File: src/rtl/pwm7_pkg.sv
package pwm7_pkg;
  localparam int NCH  = 3;
  localparam int NOUT = 7;
  localparam int AW   = 4;

  localparam logic [AW-1:0] A_SYNC  = 4'd0;
  localparam logic [AW-1:0] A_POL   = 4'd1;
  localparam logic [AW-1:0] A_CNT0  = 4'd2;
  localparam logic [AW-1:0] A_PER   = 4'd5;
  localparam logic [AW-1:0] A_DUTY0 = 4'd6;

  // Which channel counter an output compares against: 3 / 2 / 2 split.
  function automatic int ch_of(input int o);
    return (o < 3) ? 0 : ((o < 5) ? 1 : 2);
  endfunction
endpackage

File: src/rtl/pwm7_regs.sv
module pwm7_regs
  import pwm7_pkg::*;
#(
  parameter int CW = 16
) (
  input  logic                       clk,
  input  logic                       rst_n,
  input  logic                       wr_en,
  input  logic [AW-1:0]              wr_addr,
  input  logic [CW-1:0]              wr_data,
  output logic [NCH-1:0]             sync_q,
  output logic [NOUT-1:0]            pol_q,
  output logic [CW-1:0]              per_q,
  output logic [NOUT-1:0][CW-1:0]    duty_q
);
  always_ff @(posedge clk or negedge rst_n) begin
    if (!rst_n) begin
      sync_q <= '0;
      pol_q  <= '0;
      per_q  <= '0;
    end else if (wr_en) begin
      if (wr_addr == A_SYNC) sync_q <= wr_data[NCH-1:0];
      if (wr_addr == A_POL)  pol_q  <= wr_data[NOUT-1:0];
      if (wr_addr == A_PER)  per_q  <= wr_data;
    end
  end

  for (genvar g = 0; g < NOUT; g++) begin : g_duty
    always_ff @(posedge clk or negedge rst_n) begin
      if (!rst_n)
        duty_q[g] <= '0;
      else if (wr_en && wr_addr == A_DUTY0 + AW'(g))
        duty_q[g] <= wr_data;
    end
  end
endmodule

File: src/rtl/pwm7_counter.sv
module pwm7_counter #(
  parameter int CW        = 16,
  parameter bit IS_MASTER = 1'b0
) (
  input  logic          clk,
  input  logic          rst_n,
  input  logic          cnt_en,
  input  logic          ld,
  input  logic [CW-1:0] ld_val,
  input  logic          sync_bit,
  input  logic          shared_clr,
  input  logic [CW-1:0] per,
  output logic [CW-1:0] cnt_q,
  output logic [CW-1:0] cnt_nxt
);
  logic clr;

  // Master restarts on its own period match; others follow only when tied.
  assign clr = IS_MASTER ? (cnt_q == per) : (sync_bit && shared_clr);

  always_comb begin
    if (ld)          cnt_nxt = ld_val;
    else if (cnt_en) cnt_nxt = clr ? '0 : cnt_q + 1'b1;
    else             cnt_nxt = cnt_q;
  end

  always_ff @(posedge clk or negedge rst_n) begin
    if (!rst_n) cnt_q <= '0;
    else        cnt_q <= cnt_nxt;
  end
endmodule

File: src/rtl/pwm7_outgen.sv
module pwm7_outgen #(
  parameter int CW = 16
) (
  input  logic          clk,
  input  logic          rst_n,
  input  logic [CW-1:0] cnt_nxt,
  input  logic [CW-1:0] duty,
  input  logic [CW-1:0] per,
  input  logic          pol,
  output logic          pwm
);
  logic active;

  // Zero duty never enters the initial phase; duty at/over period never leaves it.
  assign active = (duty != '0) && ((duty >= per) || (cnt_nxt < duty));

  always_ff @(posedge clk or negedge rst_n) begin
    if (!rst_n) pwm <= 1'b0;
    else        pwm <= active ^ pol;
  end
endmodule

File: src/rtl/pwm7_sync.sv
module pwm7_sync
  import pwm7_pkg::*;
#(
  parameter int CW = 16
) (
  input  logic          clk,
  input  logic          rst_n,
  input  logic          cnt_en,
  input  logic          wr_en,
  input  logic [AW-1:0] wr_addr,
  input  logic [CW-1:0] wr_data,
  input  logic [AW-1:0] rd_addr,
  output logic [CW-1:0] rd_data,
  output logic [6:0]    pwm_out
);
  logic [NCH-1:0]          sync_q;
  logic [NOUT-1:0]         pol_q;
  logic [CW-1:0]           per_q;
  logic [NOUT-1:0][CW-1:0] duty_q;
  logic [NCH-1:0][CW-1:0]  cnt_q;
  logic [NCH-1:0][CW-1:0]  cnt_nxt;
  logic [NCH-1:0]          own_wr;
  logic [NCH-1:0]          ld;
  logic                    tied_wr;
  logic                    shared_clr;

  pwm7_regs #(.CW(CW)) u_regs (
    .clk(clk), .rst_n(rst_n), .wr_en(wr_en), .wr_addr(wr_addr),
    .wr_data(wr_data), .sync_q(sync_q), .pol_q(pol_q), .per_q(per_q),
    .duty_q(duty_q)
  );

  for (genvar k = 0; k < NCH; k++) begin : g_own
    assign own_wr[k] = wr_en && (wr_addr == A_CNT0 + AW'(k));
  end

  assign tied_wr    = |(own_wr & sync_q);
  assign ld         = own_wr | (sync_q & {NCH{tied_wr}});
  assign shared_clr = (cnt_q[0] == per_q);

  for (genvar k = 0; k < NCH; k++) begin : g_ch
    pwm7_counter #(.CW(CW), .IS_MASTER(k == 0)) u_cnt (
      .clk(clk), .rst_n(rst_n), .cnt_en(cnt_en), .ld(ld[k]),
      .ld_val(wr_data), .sync_bit(sync_q[k]), .shared_clr(shared_clr),
      .per(per_q), .cnt_q(cnt_q[k]), .cnt_nxt(cnt_nxt[k])
    );
  end

  for (genvar o = 0; o < NOUT; o++) begin : g_out
    localparam int CH = ch_of(o);
    pwm7_outgen #(.CW(CW)) u_out (
      .clk(clk), .rst_n(rst_n), .cnt_nxt(cnt_nxt[CH]), .duty(duty_q[o]),
      .per(per_q), .pol(pol_q[o]), .pwm(pwm_out[o])
    );
  end

  always_comb begin
    rd_data = '0;
    if (rd_addr == A_SYNC) rd_data = CW'(sync_q);
    if (rd_addr == A_POL)  rd_data = CW'(pol_q);
    if (rd_addr == A_PER)  rd_data = per_q;
    for (int k = 0; k < NCH; k++)
      if (rd_addr == A_CNT0 + AW'(k)) rd_data = cnt_q[k];
    for (int o = 0; o < NOUT; o++)
      if (rd_addr == A_DUTY0 + AW'(o)) rd_data = duty_q[o];
  end
endmodule

File: config.mk
export PLATFORM = sky130hd
export DESIGN_NAME = pwm7_sync
export DESIGN_NICKNAME = d
export VERILOG_FILES = /design/src/rtl/pwm7_pkg.sv /design/src/rtl/pwm7_regs.sv /design/src/rtl/pwm7_counter.sv /design/src/rtl/pwm7_outgen.sv /design/src/rtl/pwm7_sync.sv
export SDC_FILE = /design/constraint.sdc
export NUM_CORES = 1
export LEC_CHECK = 0
export BUFFER_PORTS_ARGS = -buffer_cell sky130_fd_sc_hd__buf_4
export CAP_MARGIN = 15
export CORE_MARGIN = 5
export CORE_UTILIZATION = 40
export DETAILED_ROUTE_END_ITERATION = 6
export GPL_TIMING_DRIVEN = 0
export SETUP_SLACK_MARGIN = 0.1
export SYNTH_ARGS = -nofsm -noshare
export SYNTH_HDL_FRONTEND = slang
export SYNTH_SLANG_ARGS = --single-unit
File: constraint.sdc
create_clock -name clk -period 7.3 [get_ports clk]
set_input_delay 1.46 -clock clk [delete_from_list [all_inputs] [get_ports clk]]
set_output_delay 1.46 -clock clk [all_outputs]
set_load 0.005 [all_outputs]
* After elaboration in Yosys (flattened, before gate mapping)
Index checks and enable logic that the tools add are counted.
Storage, ports and cells: flip-flop bits (word level) 193, latch bits 0, bits in writable memories 0, bits in read-only memories 0, bits of input ports 28, output and inout port bits 23, word-level logic and storage cells 133, memories kept 0
Cells by class: add/subtract/negate cells 3, multiply operators 0, div/mod/pow operators 0, $lt $le $gt $ge 14, equality and inequality tests 25, shift operators 0, multiplexer cells 22, bitwise gates (word level) 10, reduce and logical (&&, ||, !) cells 39
Operator list (count):
- $mux W16 | 21
- $ge A16 B16 Y1 | 7
- $lt A16 B16 Y1 | 7
- $reduce_bool A16 Y1 | 7
- $add A16 B1 Y16 const B | 3
- $eq A4 B4 Y1 const B | 10
- $eq A4 B3 Y1 const B | 8
- $logic_and A1 B1 Y1 | 19
- $eq A16 B16 Y1 | 1
- $eq A4 B2 Y1 const B | 4
- $eq A4 B1 Y1 const B | 2
- $logic_not A4 Y1 | 2
- $logic_or A1 B1 Y1 | 7
- $xor A1 B1 Y1 | 7
- $and A3 B3 Y3 | 2
- $reduce_and A2 Y1 | 3
- $mux W3 | 1
- $or A3 B3 Y3 | 1
- $reduce_or A3 Y1 | 1

* Depth between registers and ports, before layout
word-level depth 14, gate-level depth with buffers 16, gate-level depth less buffers 15

* By module
From an unflattened synthesis, not the netlist that was laid out.
Unflattened totals: cell total of the unflattened synthesis 1773, area total of the unflattened synthesis 16525.8 sq um
Modules (own cells, without submodules):
- pwm7_outgen | times used 7, cells each 113, area an instance 857.1 sq um, sequential area each 25.0 sq um
- pwm7_regs | times used 1, cells each 307, area an instance 5286.3 sq um, sequential area each 3453.3 sq um
- pwm7_sync | times used 1, cells each 357, area an instance 2258.4 sq um, sequential area each 0.0 sq um
- pwm7_counter at g_ch[1].u_cnt ... | times used 2, cells each 101, area an instance 918.4 sq um, sequential area each 400.4 sq um
- pwm7_counter at g_ch[0].u_cnt | times used 1, cells each 116, area an instance 1144.8 sq um, sequential area each 400.4 sq um

* Least setup slack after synthesis
OpenSTA, ideal clock, no wires.
path type input-to-reg, start point input wr_addr[0], end point register g_out[1].u_out.pwm, data arrival time 4.683 ns, setup slack 2.518 ns, cell stages on the path 15, cells stage by stage buf_2 or3b_2 nor3_1 or2_2 clkbuf_1 buf_1 nand2_1 o31ai_1 ha_1 a21o_1 a21o_1 a211o_1 o31ai_2 o221ai_1 a311oi_1
RTL lines:
- start: declaration | line pwm7_sync.sv:10 | input logic [AW-1:0] wr_addr,
- end signal: assignment | line pwm7_outgen.sv:19 | else pwm <= active ^ pol;
- end: declaration | line pwm7_outgen.sv:10 | output logic pwm

* Worst setup path after layout
start point input rd_addr[0], end point output rd_data[15]
Between the ends: cells in the longest elaborated chain, start to end 12, elaborated cells on any way between the ends 22, classes of those cells 11 x eq/ne; 11 x mux
Ends and longest elaborated chain:
- start: declaration | line pwm7_sync.sv:12 | input logic [AW-1:0] rd_addr,
- $eq A4 B3 Y1 | line pwm7_sync.sv:61 | if (rd_addr == A_PER) rd_data = per_q;
- $mux W16 | line pwm7_sync.sv:61
- $mux W16 (3 in a row) | line pwm7_sync.sv:63 | if (rd_addr == A_CNT0 + AW'(k)) rd_data = cnt_q[k];
- $mux W16 (6 in a row) | line pwm7_sync.sv:65 | if (rd_addr == A_DUTY0 + AW'(o)) rd_data = duty_q[o];
- $mux W16 (*) | line pwm7_sync.sv:65
- end: declaration | line pwm7_sync.sv:13 | output logic [CW-1:0] rd_data,
Every way passes the cells marked *; elsewhere a longest branch is shown, timed or not.

==> parameters.txt <==
Parameter                              Value

Outcome
  Outcome    finished, violations left
  Violated checks    design-rule violations

Finish
  Number of antenna cells inserted    0
  Share of layout cells above drive strength 1    7.59%
  Layout area overhead    11.0%
  Number of nets in the final layout    2039
  Most used cells in the layout excluding fill and tap cells    sky130_fd_sc_hd__nand2_1 (230), sky130_fd_sc_hd__ha_1 (220), sky130_fd_sc_hd__o21ai_0 (211)
  Leading cell type in the layout, fill and taps excluded    sky130_fd_sc_hd__nand2_1

Floorplanning
  Die area    41200 um2
  Top-level port count    51
  Die extent in y    203 um
  Placeable core region    36700 um2
  Width of the die    203 um
  Placement row count    70
  Starting density of the core    40.6%

Power and ir drop
  Total power    5.35 mW
  Static Leak    7.42 nW
  Max rail drop VDD    0.000166 V
  Power density cells    324 nW/um2

Job
  Max-cap violations    0

STA
  Number of hold violations in the final report    0
  Final number of setup-violating endpoints    0
  Final worst-path cycle share    80.8%
  Relative max-transition margin    14.5%
  Slew at the pin closest to its max-slew limit    1.28 ns
  Setup skew after layout    0.0123 ns
  Max-slew violations    0
  Achievable clock frequency    169 MHz
  Setup repair after global routing missed its margin    false
  Post-route setup TNS    0 ns
  Minimum period implied by the final worst setup slack    5.90 ns

Synthesis
  Share of synthesized flip-flops with an asynchronous set or reset    100%
  Number of instances in the synthesized netlist    1722
  Number of flops mapped to enable cells by yosys    0
  Count of yosys warnings during synthesis    0
  Syn_area_per_cell    8.65 um2
  Sequential element share of the synthesized area    32.4%
  Cell area after synthesis    14900 um2
  Most used DFF post-synth    sky130_fd_sc_hd__dfrtp_1
  Number of synthesized register bits    193
  Library cells used by synthesis    68
  Number of nets in the synthesized netlist    1970

Clock network
  Clock Pin Slew Worst Setup and Hold Paths    0.07 ns
  # resized after CTS    0
  Number of H-tree levels    4
  CTS sink cnt    193
  Root Buffer Master    sky130_fd_sc_hd__clkbuf_16
  TritonCTS buffer count    17
  CTS tree    built
  Post CTS Setup Buffer Count    0
  Max Root-Sink Buffers    2
  Post-CTS Hold Fix Bufs    0
  Clock Latency Late Sink    0.47 ns

Routing
  Aggregate routed wire length    64.5 mm
  DRC violation count after routing    2
  Total iterations of the first detailed-routing run    7
  Remaining antenna violation count    0
  DR vias    14600
  Via/cell ratio    6.44
  Number of DRC violations after detailed-routing iteration 0    1865
  Routed WL per cell    28.4 um

Setup path
  Endpoint class of the critical path    primary output
  Worst setup path startpoint    rd_addr[0]
  Element type at the critical path start    primary input
  Crit Path Category    primary input to primary output
  Number of buffer and inverter stages on the critical path    5
  Biggest fanout along the worst timing path    10
  Worst path most repeated cell    sky130_fd_sc_hd__clkbuf_1
  Critical Path Max Stage Delay    0.53 ns
  Data required time of the critical path    5.84 ns
  Critical-path cell list    buf_2 > clkbuf_1 > clkbuf_1 > nand3_1 > clkbuf_1 > o21ai_0 > nand3_1 > o21ai_0 > o221ai_1 > buf_4
  Worst-path cell with the longest stage delay    sky130_fd_sc_hd__clkbuf_1
  Crit path arrival time    4.44 ns
  Critical register-to-register path startpoint    u_regs.per_q[0]
  CP delay by family, top    buffers and inverters

Worst hold path
  Min-delay src    u_regs.pol_q[2]
  Min-Delay Path Class    register to register

Global route
  Largest net degree at the start of global routing    99
  Number of global-route vias before repair    14000
  Global-route wire length before repair    93.5 mm
  Total Routing Usage GR    30.8%
  Number of antenna violations at the first check in global routing    0
  Remaining global-route overflow    0

Placed design
  DPL Wire Length    48.7 mm
  Routability-driven placement congestion ratio    1.02
  Total of buffers placed on input and output ports    46
## synth_stat cells (6+ instances only)
cell	count	area share (%)
sky130_fd_sc_hd__and3_1	13	0.55
sky130_fd_sc_hd__a22oi_1	22	1.1
sky130_fd_sc_hd__o31ai_1	16	0.81
sky130_fd_sc_hd__nand3_1	32	1.1
sky130_fd_sc_hd__o2111ai_1	9	0.53
sky130_fd_sc_hd__a21oi_1	60	2.0
sky130_fd_sc_hd__a31oi_1	11	0.46
sky130_fd_sc_hd__inv_1	142	3.6
sky130_fd_sc_hd__nor3_1	18	0.60
sky130_fd_sc_hd__a221oi_1	9	0.53
sky130_fd_sc_hd__xnor2_1	39	2.3
sky130_fd_sc_hd__o211ai_1	18	0.91
sky130_fd_sc_hd__or3_1	6	0.25
sky130_fd_sc_hd__o21ai_0	211	7.1
sky130_fd_sc_hd__nor2b_1	12	0.50
sky130_fd_sc_hd__nor2_1	53	1.3
sky130_fd_sc_hd__a2111oi_0	10	0.59
sky130_fd_sc_hd__nand4_1	44	1.8
sky130_fd_sc_hd__nand2_1	230	5.8
sky130_fd_sc_hd__mux2i_1	7	0.47
sky130_fd_sc_hd__buf_4	7	0.35
sky130_fd_sc_hd__or2_2	6	0.25
sky130_fd_sc_hd__xor2_1	24	1.4
sky130_fd_sc_hd__o22ai_1	7	0.29
sky130_fd_sc_hd__a211oi_1	19	0.96
sky130_fd_sc_hd__buf_2	8	0.27
sky130_fd_sc_hd__mux2_2	26	2.0
sky130_fd_sc_hd__dfrtp_1	193	32
sky130_fd_sc_hd__nor4_1	31	1.3
sky130_fd_sc_hd__a222oi_1	14	0.94
sky130_fd_sc_hd__clkbuf_1	68	1.7
sky130_fd_sc_hd__a21o_1	39	2.0
sky130_fd_sc_hd__ha_1	220	18
sky130_fd_sc_hd__nand2b_1	9	0.38
sky130_fd_sc_hd__o21a_1	17	0.86
## per-stage QoR
step           setup slack (ns)  hold slack (ns)  area (um2)  cells  utilization, %
6_report                   1.40            0.552       16500   2272            45.1
5_1_grt                    1.29            0.582       16500   2272            45.1
4_1_cts                    1.49            0.554       16500   2271            45.0
3_5_place_dp               1.27            0.545       15900   2239            43.3
3_3_place_gp               1.30            0.545       15800   2236            43.1
2_1_floorplan              2.52            0.461       14900   1722               -
## report_power, final
group          internal [mW]  switching (mW)
Sequential              1.36           0.552
Clock                  0.600           0.475
Combinational          0.967            1.40
Total                   2.92            2.43
## state kept, by name (all words and copies together), names as in the netlist
name              cells
g_ch.u_cnt.cnt_q     48
g_out.u_out.pwm       7
u_regs.duty_q       112
u_regs.per_q         16
u_regs.pol_q          7
u_regs.sync_q         3
## worst reg2reg max path, stage by stage (launching register included)
cell	delay [ns]
sky130_fd_sc_hd__dfrtp_1	0.89
sky130_fd_sc_hd__xnor2_1	0.21
sky130_fd_sc_hd__nand4_1	0.18
sky130_fd_sc_hd__or4_4	0.57
sky130_fd_sc_hd__nor2_1	0.31
sky130_fd_sc_hd__clkbuf_1	0.41
sky130_fd_sc_hd__or2_2	0.23
sky130_fd_sc_hd__o21ai_0	0.29
sky130_fd_sc_hd__ha_1	0.43
sky130_fd_sc_hd__nand4_1	0.10
sky130_fd_sc_hd__nor3_1	0.42
sky130_fd_sc_hd__o2111ai_1	0.18
sky130_fd_sc_hd__a21oi_1	0.28
sky130_fd_sc_hd__a2bb2oi_1	0.49
sky130_fd_sc_hd__xnor2_1	0.17
## kinds of logic (layout without fill, tap and decap cells)
| group | Yosys count | after routing | synth area share, % |
|---|---|---|---|
| and+or+nand+nor | 482 | 482 | 15.5 |
| muxes | 33 | 33 | 2.43 |
| buffers and inverters | 231 | 313 | 6.06 |
| adders and majority gates | 220 | 220 | 18.5 |
| xor gates and xnor gates | 63 | 63 | 3.70 |
| AOI/OAI and AO/OA | 500 | 500 | 21.5 |
| DFF | 193 | 193 | 32.4 |
## path summary, 6_finish.rpt
check,endpoint,slack (ns),depth (start not counted)
setup / recovery,rd_data[15],1.40,10
hold / removal,g_out[2].u_out.pwm,0.55,1
setup reg to reg,g_out[2].u_out.pwm,2.06,14
hold reg to reg,g_out[2].u_out.pwm,0.55,1
max in group asynchronous,u_regs.duty_q[40],5.28,2
min in group asynchronous,u_regs.duty_q[66],0.99,1
## final cells by class
type	count	area (um2)
well taps	468	586
flip-flops and latches	193	4830
clock buffers	19	453
plain buffers	88	367
fillers	3584	20200
clock inverters	13	194
inverters	143	537
multi-input cells	1298	9170
repair buffers	50	404
## routing by layer
layer | wire, um | up-vias | share of wire [%] | track usage (%)
li1 | - | 6394 | - | -
met1 | 27400 | 7153 | 42 | 42.8
met5 | 0 | - | 0 | 0
met4 | 3600 | 0 | 5.6 | 14.8
met2 | 26800 | 878 | 42 | 45.3
met3 | 6770 | 206 | 10 | 7.22
Note: power is estimated with default switching activity, not from simulation.
